## config.mk

```make
export PLATFORM = sky130hd
export DESIGN_NAME = cpu8_top
export DESIGN_NICKNAME = d
export VERILOG_FILES = /design/src/rtl/cpu8_pkg.sv /design/src/rtl/cpu8_mem.sv /design/src/rtl/cpu8_regfile.sv /design/src/rtl/cpu8_alu.sv /design/src/rtl/cpu8_top.sv
export SDC_FILE = /design/constraint.sdc
export NUM_CORES = 2
export LEC_CHECK = 0
export BUFFER_PORTS_ARGS = -buffer_cell sky130_fd_sc_hd__buf_4
export CORE_MARGIN = 3
export CORE_UTILIZATION = 55
export DETAILED_ROUTE_END_ITERATION = 10
export PLACE_DENSITY = 0.71
export SLEW_MARGIN = 30
export SYNTH_ARGS = -nofsm -noshare
export SYNTH_HDL_FRONTEND = slang
export SYNTH_HIERARCHICAL = 1
export SYNTH_SLANG_ARGS = --single-unit
```

## constraint.sdc

```tcl
create_clock -name clk -period 7 [get_ports clk]
set_clock_uncertainty 0.05 [all_clocks]
set_input_delay 1.4 -clock clk [delete_from_list [all_inputs] [get_ports clk]]
set_output_delay 1.4 -clock clk [all_outputs]
set_load 0.005 [all_outputs]
```

## src/rtl/cpu8_pkg.sv

```systemverilog
package cpu8_pkg;

    localparam int unsigned NIB_W = 4;

    typedef enum logic [3:0] {
        OP_NOP0 = 4'h0,
        OP_LDM  = 4'h1,
        OP_LDI  = 4'h2,
        OP_STM  = 4'h3,
        OP_MOV  = 4'h4,
        OP_ADD  = 4'h5,
        OP_NOP6 = 4'h6,
        OP_OR   = 4'h7,
        OP_AND  = 4'h8,
        OP_XOR  = 4'h9,
        OP_ROR  = 4'hA,
        OP_JEQ  = 4'hB,
        OP_HLT  = 4'hC,
        OP_NOPD = 4'hD,
        OP_NOPE = 4'hE,
        OP_NOPF = 4'hF
    } opcode_e;

    typedef struct packed {
        opcode_e          op;
        logic [NIB_W-1:0] n1;
        logic [NIB_W-1:0] n2;
        logic [NIB_W-1:0] n3;
    } instr_t;

    typedef enum logic [2:0] {
        ST_FETCH_HI,
        ST_FETCH_LO,
        ST_DECODE,
        ST_EXEC,
        ST_LOAD_WB,
        ST_HALT
    } state_e;

    typedef enum logic [2:0] {
        ALU_PASS,
        ALU_ADD,
        ALU_OR,
        ALU_AND,
        ALU_XOR,
        ALU_ROR
    } alu_op_e;

    // Operation the ALU performs for a given opcode.
    function automatic alu_op_e alu_sel(opcode_e op);
        case (op)
            OP_ADD:  return ALU_ADD;
            OP_OR:   return ALU_OR;
            OP_AND:  return ALU_AND;
            OP_XOR:  return ALU_XOR;
            OP_ROR:  return ALU_ROR;
            default: return ALU_PASS;
        endcase
    endfunction

    // Opcodes of the three-register form: destination n1, sources n2 and n3.
    function automatic logic is_rst_form(opcode_e op);
        return (op == OP_ADD) || (op == OP_OR) || (op == OP_AND) || (op == OP_XOR);
    endfunction

    // Opcodes that write an ALU result back into register n1.
    function automatic logic writes_alu(opcode_e op);
        return is_rst_form(op) || (op == OP_ROR);
    endfunction

endpackage

```

## src/rtl/cpu8_mem.sv

```systemverilog
module cpu8_mem #(
    parameter int unsigned ADDR_W = 8,
    parameter int unsigned DATA_W = 8
) (
    input  logic              clk,
    input  logic              we,
    input  logic [ADDR_W-1:0] addr,
    input  logic [DATA_W-1:0] wdata,
    output logic [DATA_W-1:0] rdata
);
    localparam int unsigned DEPTH = 1 << ADDR_W;

    logic [DATA_W-1:0] cells [DEPTH];

    // Contents are deliberately not reset so a loaded program persists.
    always_ff @(posedge clk) begin
        if (we) begin
            cells[addr] <= wdata;
        end
        rdata <= cells[addr];
    end
endmodule

```

## src/rtl/cpu8_regfile.sv

```systemverilog
module cpu8_regfile #(
    parameter int unsigned DATA_W  = 8,
    parameter int unsigned REG_CNT = 16,
    localparam int unsigned SEL_W  = $clog2(REG_CNT)
) (
    input  logic              clk,
    input  logic              rst,
    input  logic [SEL_W-1:0]  a_sel,
    output logic [DATA_W-1:0] a_data,
    input  logic [SEL_W-1:0]  b_sel,
    output logic [DATA_W-1:0] b_data,
    input  logic [SEL_W-1:0]  v_sel,
    output logic [DATA_W-1:0] v_data,
    input  logic              we,
    input  logic [SEL_W-1:0]  w_sel,
    input  logic [DATA_W-1:0] w_data
);
    logic [DATA_W-1:0] regs [REG_CNT];

    always_ff @(posedge clk) begin
        if (rst) begin
            for (int i = 0; i < REG_CNT; i++) begin
                regs[i] <= '0;
            end
        end else if (we) begin
            regs[w_sel] <= w_data;
        end
    end

    assign a_data = regs[a_sel];
    assign b_data = regs[b_sel];
    assign v_data = regs[v_sel];

    // every register reads zero in the cycle after reset was high
    p_clear_after_reset_r1: assert property (@(posedge clk)
        $past(rst) |-> (v_data == '0 && a_data == '0 && b_data == '0));
endmodule

```

## src/rtl/cpu8_alu.sv

```systemverilog
module cpu8_alu
    import cpu8_pkg::*;
#(
    parameter int unsigned DATA_W = 8
) (
    input  alu_op_e           op,
    input  logic [DATA_W-1:0] a,
    input  logic [DATA_W-1:0] b,
    input  logic [NIB_W-1:0]  cnt,
    output logic [DATA_W-1:0] y
);
    localparam int unsigned ROT_W = (DATA_W > 1) ? $clog2(DATA_W) : 1;

    logic [ROT_W-1:0]    rot_k;
    logic [2*DATA_W-1:0] doubled;
    logic [2*DATA_W-1:0] shifted;

    always_comb begin
        rot_k   = ROT_W'(32'(cnt) % DATA_W);
        doubled = {a, a};
        shifted = doubled >> rot_k;
        case (op)
            ALU_ADD: y = a + b;
            ALU_OR:  y = a | b;
            ALU_AND: y = a & b;
            ALU_XOR: y = a ^ b;
            ALU_ROR: y = shifted[DATA_W-1:0];
            default: y = a;
        endcase
    end
endmodule

```

## src/rtl/cpu8_top.sv

```systemverilog
module cpu8_top
    import cpu8_pkg::*;
#(
    parameter int unsigned ADDR_W  = 8,
    parameter int unsigned DATA_W  = 8,
    parameter int unsigned REG_CNT = 16,
    localparam int unsigned SEL_W  = $clog2(REG_CNT)
) (
    input  logic              clk,
    input  logic              rst,
    input  logic              ld_we,
    input  logic [ADDR_W-1:0] ld_addr,
    input  logic [DATA_W-1:0] ld_wdata,
    output logic [DATA_W-1:0] ld_rdata,
    input  logic [SEL_W-1:0]  peek_sel,
    output logic [DATA_W-1:0] peek_data,
    output logic [ADDR_W-1:0] pc,
    output logic              halted
);
    localparam logic [ADDR_W-1:0] PC_ONE  = ADDR_W'(1);
    localparam logic [ADDR_W-1:0] PC_STEP = ADDR_W'(2);

    state_e            state;
    instr_t            ir;
    logic [ADDR_W-1:0] pc_q;

    // CPU side of the memory port
    logic              cpu_we;
    logic [ADDR_W-1:0] cpu_addr;
    logic [DATA_W-1:0] cpu_wdata;
    // Shared memory port after the loader mux
    logic              mem_we;
    logic [ADDR_W-1:0] mem_addr;
    logic [DATA_W-1:0] mem_wdata;
    logic [DATA_W-1:0] mem_rdata;

    logic [SEL_W-1:0]  ra_sel, rb_sel, wr_sel;
    logic [DATA_W-1:0] ra_data, rb_data, wr_data, alu_y;
    logic              wr_en;
    logic              regs_equal;
    logic [2*NIB_W-1:0] xy;

    assign xy         = {ir.n2, ir.n3};
    assign regs_equal = (ra_data == rb_data);

    // ---------------- operand routing ----------------
    always_comb begin
        ra_sel = SEL_W'(ir.n1);
        if (is_rst_form(ir.op) || ir.op == OP_MOV) begin
            ra_sel = SEL_W'(ir.n2);
        end
        rb_sel = (ir.op == OP_JEQ) ? '0 : SEL_W'(ir.n3);
    end

    cpu8_alu #(.DATA_W(DATA_W)) alu_i (
        .op  (alu_sel(ir.op)),
        .a   (ra_data),
        .b   (rb_data),
        .cnt (ir.n3),
        .y   (alu_y)
    );

    // ---------------- register write-back ----------------
    always_comb begin
        wr_en   = 1'b0;
        wr_sel  = SEL_W'(ir.n1);
        wr_data = alu_y;
        if (state == ST_EXEC) begin
            if (ir.op == OP_LDI) begin
                wr_en   = 1'b1;
                wr_data = DATA_W'(xy);
            end else if (ir.op == OP_MOV) begin
                wr_en   = 1'b1;
                wr_sel  = SEL_W'(ir.n3);
                wr_data = ra_data;
            end else if (writes_alu(ir.op)) begin
                wr_en   = 1'b1;
            end
        end else if (state == ST_LOAD_WB) begin
            wr_en   = 1'b1;
            wr_data = mem_rdata;
        end
    end

    cpu8_regfile #(.DATA_W(DATA_W), .REG_CNT(REG_CNT)) rf_i (
        .clk    (clk),
        .rst    (rst),
        .a_sel  (ra_sel),
        .a_data (ra_data),
        .b_sel  (rb_sel),
        .b_data (rb_data),
        .v_sel  (peek_sel),
        .v_data (peek_data),
        .we     (wr_en),
        .w_sel  (wr_sel),
        .w_data (wr_data)
    );

    // ---------------- memory access ----------------
    always_comb begin
        cpu_we    = 1'b0;
        cpu_addr  = pc_q;
        cpu_wdata = ra_data;
        case (state)
            ST_FETCH_LO: cpu_addr = pc_q + PC_ONE;
            ST_EXEC: begin
                if (ir.op == OP_LDM || ir.op == OP_STM) begin
                    cpu_addr = ADDR_W'(xy);
                end
                cpu_we = (ir.op == OP_STM);
            end
            default: ;
        endcase
        if (rst) begin
            mem_we    = ld_we;
            mem_addr  = ld_addr;
            mem_wdata = ld_wdata;
        end else begin
            mem_we    = cpu_we;
            mem_addr  = cpu_addr;
            mem_wdata = cpu_wdata;
        end
    end

    cpu8_mem #(.ADDR_W(ADDR_W), .DATA_W(DATA_W)) mem_i (
        .clk   (clk),
        .we    (mem_we),
        .addr  (mem_addr),
        .wdata (mem_wdata),
        .rdata (mem_rdata)
    );

    assign ld_rdata = mem_rdata;

    // ---------------- controller ----------------
    always_ff @(posedge clk) begin
        if (rst) begin
            state <= ST_FETCH_HI;
            pc_q  <= '0;
            ir    <= '0;
        end else begin
            case (state)
                ST_FETCH_HI: state <= ST_FETCH_LO;
                ST_FETCH_LO: begin
                    ir.op <= opcode_e'(mem_rdata[7:4]);
                    ir.n1 <= mem_rdata[3:0];
                    state <= ST_DECODE;
                end
                ST_DECODE: begin
                    ir.n2 <= mem_rdata[7:4];
                    ir.n3 <= mem_rdata[3:0];
                    pc_q  <= pc_q + PC_STEP;
                    state <= ST_EXEC;
                end
                ST_EXEC: begin
                    if (ir.op == OP_JEQ && regs_equal) begin
                        pc_q <= ADDR_W'(xy);
                    end
                    if (ir.op == OP_HLT) begin
                        state <= ST_HALT;
                    end else if (ir.op == OP_LDM) begin
                        state <= ST_LOAD_WB;
                    end else begin
                        state <= ST_FETCH_HI;
                    end
                end
                ST_LOAD_WB: state <= ST_FETCH_HI;
                default:    state <= ST_HALT;
            endcase
        end
    end

    assign pc     = pc_q;
    assign halted = (state == ST_HALT);

    // program counter advances by two (mod 256) once both bytes are in
    p_pc_step_r2: assert property (@(posedge clk) disable iff (rst)
        (state == ST_DECODE) |=> (pc == $past(pc) + PC_STEP));

    // equal compare loads PC with the operand byte
    p_jump_taken_r9: assert property (@(posedge clk) disable iff (rst)
        (state == ST_EXEC && ir.op == OP_JEQ && regs_equal) |=> (pc == ADDR_W'($past(xy))));

    // unequal compare leaves PC on the next instruction
    p_jump_fall_r9: assert property (@(posedge clk) disable iff (rst)
        (state == ST_EXEC && ir.op == OP_JEQ && !regs_equal) |=> $stable(pc));

    // halt is sticky and freezes the program counter
    p_halt_hold_r10: assert property (@(posedge clk) disable iff (rst)
        halted |=> (halted && $stable(pc)));

    // a halted machine issues no memory write
    p_halt_no_store_r10: assert property (@(posedge clk) disable iff (rst)
        halted |-> !cpu_we);
endmodule

```

======== Word level (Yosys, flattened, before mapping) ========
Memory sizes are Yosys's and may differ from the RTL's. A register that Yosys moved wholly into a read port is not among the register bits.
Index checks and enable logic that the tools add are counted.
operators by class
  add/subtract/negate cells ............... 3
  multipliers ............................. 0
  divide/modulo/power cells ............... 0
  order comparisons ....................... 0
  eq/ne operators ......................... 23
  shifts and indexed selects .............. 1
  mux-type cells .......................... 37
  bitwise logic cells ..................... 3
  reduce and logical (&&, ||, !) cells .... 11
operators by type and width
  cell                                                                    number
  8-bit two-way mux                                                       9
  8-bit one-hot mux with 5 select lines                                   1
  8-bit one-hot mux with 2 select lines                                   2
  3-bit one-hot mux with 5 select lines                                   2
  4-bit two-way mux                                                       6
  4-bit equality test (second input constant)                             5
  16-bit by 3-bit >> shifter with 8-bit output                            1
  1-bit two-way mux                                                       15
  3-bit by 2-bit equality test with 1-bit output (second input constant)  4
  3-bit equality test (second input constant)                             4
  4-bit by 3-bit equality test with 1-bit output (second input constant)  3
  8-bit by 1-bit adder with 8-bit output (second input constant)          1
  8-bit by 2-bit adder with 8-bit output (second input constant)          1
  8-bit adder                                                             1
  8-bit bitwise AND                                                       1
  4-bit by 2-bit equality test with 1-bit output (second input constant)  2
  8-bit equality test                                                     1
  8-bit OR                                                                1
  8-bit OR reduction                                                      1
  8-bit XOR                                                               1
  3-bit by 1-bit equality test with 1-bit output (second input constant)  2
  1-bit logical OR                                                        6
  3-bit two-way mux                                                       2
  4-bit by 1-bit equality test with 1-bit output (second input constant)  1
  5 further kinds                                                         5
word-level totals
  register bits ........................... 27
  latch bits .............................. 0
  memory bits (writable) .................. 2176
  memory bits (read-only) ................. 0
  memories ................................ 2
memories
  name         depth  width  read ports  clocked after Yosys merged registers in  write ports  RTL line            text
  mem_i.cells  256    8      1           1                                        1            cpu8_mem.sv:13      logic [DATA_W-1:0] cells [DEPTH];
  rf_i.regs    16     8      3           0                                        16           cpu8_regfile.sv:18  logic [DATA_W-1:0] regs [REG_CNT];

======== Longest topological paths before layout ========
  depth after elaboration ................. 14
  gate-level depth with buffers ........... 22

======== Modules after synthesis ========
Netlist, hierarchy kept.
modules (own cells, without submodules)
  module        instances  cells each  area each (µm²)  seq. area each (µm²)
  cpu8_mem      1          3547        78492.8          61659.1
  cpu8_regfile  1          515         7743.7           3843.7
  cpu8_top      1          333         2398.6           540.5
  cpu8_alu      1          155         1189.9           0.0

======== Worst setup path before layout ========
Ideal clock, no wire load.
  kind .................................... flip-flop to flip-flop
  from .................................... register ir[15] in the netlist's numbering
  to ...................................... memory rf_i.regs[0][6], data pin
  setup time .............................. 0.255 ns
  data arrival time ....................... 4.842 ns
  data required time ...................... 6.695 ns
  slack ................................... 1.853 ns
  stages on the path, launching flop included .. 22
  path buffers ............................ 3
  period minus slack after synthesis ...... 5.147 ns
  cell sequence ........................... dfxtp_1 -> or2b_1 -> nor2b_1 -> o21ai_1 -> mux2_2 -> buf_2 -> buf_2 -> mux4_2 -> a22oi_1 -> nand2_1 -> ha_1 -> fa_1 -> a211oi_1 -> o21bai_1 -> a21oi_2 -> nor2_1 -> o32a_1 -> mux2i_1 -> a21oi_1 -> o21a_1 -> clkbuf_1 -> and2_1
RTL lines
  element             RTL line            text
  start: declaration  cpu8_top.sv:24      instr_t ir;
  end: declaration    cpu8_regfile.sv:18

==> reports/metrics.cfg <==
[sta]
tightest_slew_ns=1.02
slew_viol_final=0
period_minus_slack_ns=6.07
max_slew_margin_pct=31.5
min_period_over_period_pct=86.8
finalWorstSetupSlack_ns=0.926
setup_violations=0
fin_hold_ws_ns=0.458
setup-tns-final_ns=0
rsz0062_at_grt=no
hold_viol=0
max_freq_mhz=165

[finish]
multiInputGateArea_um2=22500
final_cells=7060
area_growth_pct=12.0
ff_latch_area_um2=66000
drive_gt1_share_pct=25.7
fillers=11100
postLayoutCoreUtil_pct=62.3
final_area_um2=101000
fin_nets=4756

[floorplanning]
die_h_um=410
placementRows=147
initial_core_util_pct=55.6
pin_count=48
core_um2=161000
die_w_um=410
dieArea_um2=168000

[clock_network]
cts_made_buffers=212
hold_buffers=0
cts_tree=yes
clkTransAtPathRegs_ns=0.07
root_buffer=clkbuf_16
clkLatencyLatePin_ns=0.85
cts_setup_buffers=0
ctsHtreeMaxLevel=4
ctsResizeCount=0
cts.path.max_buffers=3
cts_sinks=2211

[global_route]
antenna_found_initial=2
grt_pass1_wl_um=321000
overflow=0
grt_max_degree=169
grt_usage_pct=26.2
first_global_vias=46500

[setup_path]
criticalPathCategory=flop to flop
cp_slowest_stage_delay_ns=0.58
start_kind=flop
slowest_stage=o21a_1
worstPathArrival_ns=6.73
critPathRequiredTime_ns=7.66
crit_fanout=16
cp_cell_sequence=or2b_1 -> nor2b_1 -> o21ai_1 -> mux2_2 -> buf_4 -> mux4_2 -> a22oi_1 -> nand2_1 -> inv_1 -> ha_1 -> a21oi_1 -> o21ai_0 -> o21ai_0 -> nand3_1 -> a21oi_1 -> mux2i_1 -> a21oi_1 -> o21a_1 -> and2_1
end_kind=flop
crit_path_frequent_cell=a21oi_1

[synthesis]
syn_area_per_cell_um2=19.7
ys_seq_area_share_pct=73.5
synthCells=4550
synth_ff_type=edfxtp_1
ys_types=73
synthArstFlopShare_pct=0
synth-edff-count=2176
syn_nets=4592
ys_seq_elements=2211
netlist_area_um2=89800
yosysWarningCount=6

[routing]
vias_per_cell=6.62
firstDrtPassIters=6
wl_per_cell_um=30.9
wirelength_um=218000
drc_errors=0
drt_iter0_markers=6528
dr_total_vias=46700
ant_nets=0

[power]
ir_worst_vdd_v=0.000329
powerDensity_nw_per_um2=292
p_leak_nw=31.3
power_frac_comb_pct=9.9
clkPwrFrac_pct=38.5
intPower_mw=22.4
pwr-share-seq_pct=51.5
switching_power_mw=7.00
switching_share_pct=23.8
power.total_mw=29.4

[place]
place_congestion=0.891
hpwl_um=132000
place_ws_ns=1.10
dp.cells=6657
placed_cell_area_um2=93500
port_buffers=47

[run]
cap_violations=0

[status]
status=complete, no violations

[min_path]
hp-class=flop to flop

==> path summary, 6_finish.rpt <==
check	start	end	slack, ns	cells past startpoint
max	ir[15]	rf_i/regs[0][7]	0.93	19
min	ir[8]	ir[8]	0.46	2
max reg2reg	ir[15]	rf_i/regs[0][7]	0.93	19
min reg2reg	ir[8]	ir[8]	0.46	2
==> power groups by stage <==
| stage | Clock (mW) | Combinational [mW] | Sequential [mW] |
|---|---|---|---|
| after floorplan | 0 | 1.82 | 15.4 |
| after global placement | 0 | 2.81 | 15.4 |
| after detailed placement | 0 | 2.90 | 15.4 |
| after CTS | 11.5 | 2.90 | 15.1 |
| after global routing | 12.0 | 3.10 | 15.1 |
| final | 11.3 | 2.92 | 15.1 |
==> routing by layer <==
layer	wire (um)	share of wire (%)	track usage [%]	vias to the layer above
met5	13	0.0060	0	-
li1	-	-	-	19200
met4	6680	3.1	8.11	2
met3	23200	11	5.34	361
met1	84500	39	38.6	24500
met2	104000	48	40.3	2645
==> cells in the mapped netlist (6+ instances only) <==
cell      instances  area [um2]
edfxtp_1       2176       65300
mux4_2          613       13800
xnor2_1           6        52.6
nor2b_1          19         119
buf_4            23         173
nor2_1          297        1110
and2_1          137         857
dfxtp_1          35         701
clkbuf_1        180         676
mux2_2           17         191
nor3_1           36         180
a31oi_1           9        56.3
o211ai_1          9        67.6
o41ai_1          32         280
a22oi_1         306        2300
o21ai_0          11        55.1
buf_2            52         260
nand2_1         118         443
inv_1            26        97.6
buf_1            29         109
o21a_1           11        82.6
or2_2            22         138
nand4_1          10        62.6
nand2b_1         12        75.1
ha_1             18         225
mux2i_1          18         180
buf_6            21         236
xor2_1            9        78.8
o22ai_1           7        43.8
nand3_1          29         145
a21oi_1         185         926
==> sequential cells by signal, indices dropped and copies added (netlist names) <==
name         cells
ir              16
mem_i/cells   2048
mem_i/rdata      8
pc               8
rf_i/regs      128
state            3
==> worst max-delay path: cells and delay by family, from the launching register on <==
| kind | cells | cell delay [ns] |
|---|---|---|
| buffers and inverters | 2 | 0.46 |
| adders and majority gates | 1 | 0.29 |
| muxes | 3 | 1.07 |
| and+or+nand+nor | 5 | 1.24 |
| AOI/OAI and AO/OA | 8 | 2.36 |
| DFF | 1 | 0.47 |
==> layout make-up <==
cell class,count,area share [%]
inverter,27,0.101
antenna,1,0.00249
tap,2160,2.69
clock inverter,141,1.46
clock buffer,258,5.48
multi-input combinational,2006,22.4
sequential,2211,65.7
timing repair buffer,256,2.24
==> logic make-up after synthesis <==
kind of cell / after synthesis / share of synthesized area [%]
flops: 2211 / 73.5
simple gates: 715 / 3.85
mux: 651 / 15.9
compound gates: 606 / 4.59
buf+inv: 333 / 1.75
fa+ha+maj: 19 / 0.273
xor+xnor: 15 / 0.146
==> layout by cell type (no fill, tap or decap), types with 22 or more instances in the layout <==
| cell | count |
|---|---|
| clkbuf_16 | 212 |
| edfxtp_1 | 2176 |
| inv_1 | 26 |
| nor3_1 | 35 |
| buf_4 | 231 |
| or2_2 | 22 |
| a22oi_1 | 306 |
| dfxtp_1 | 35 |
| clkinv_1 | 54 |
| nand2_1 | 118 |
| nor2_1 | 294 |
| mux4_2 | 613 |
| a21oi_1 | 184 |
| clkinv_2 | 38 |
| clkbuf_1 | 43 |
| nand3_1 | 28 |
| and2_1 | 136 |
Power figures use the tool's default switching activity.
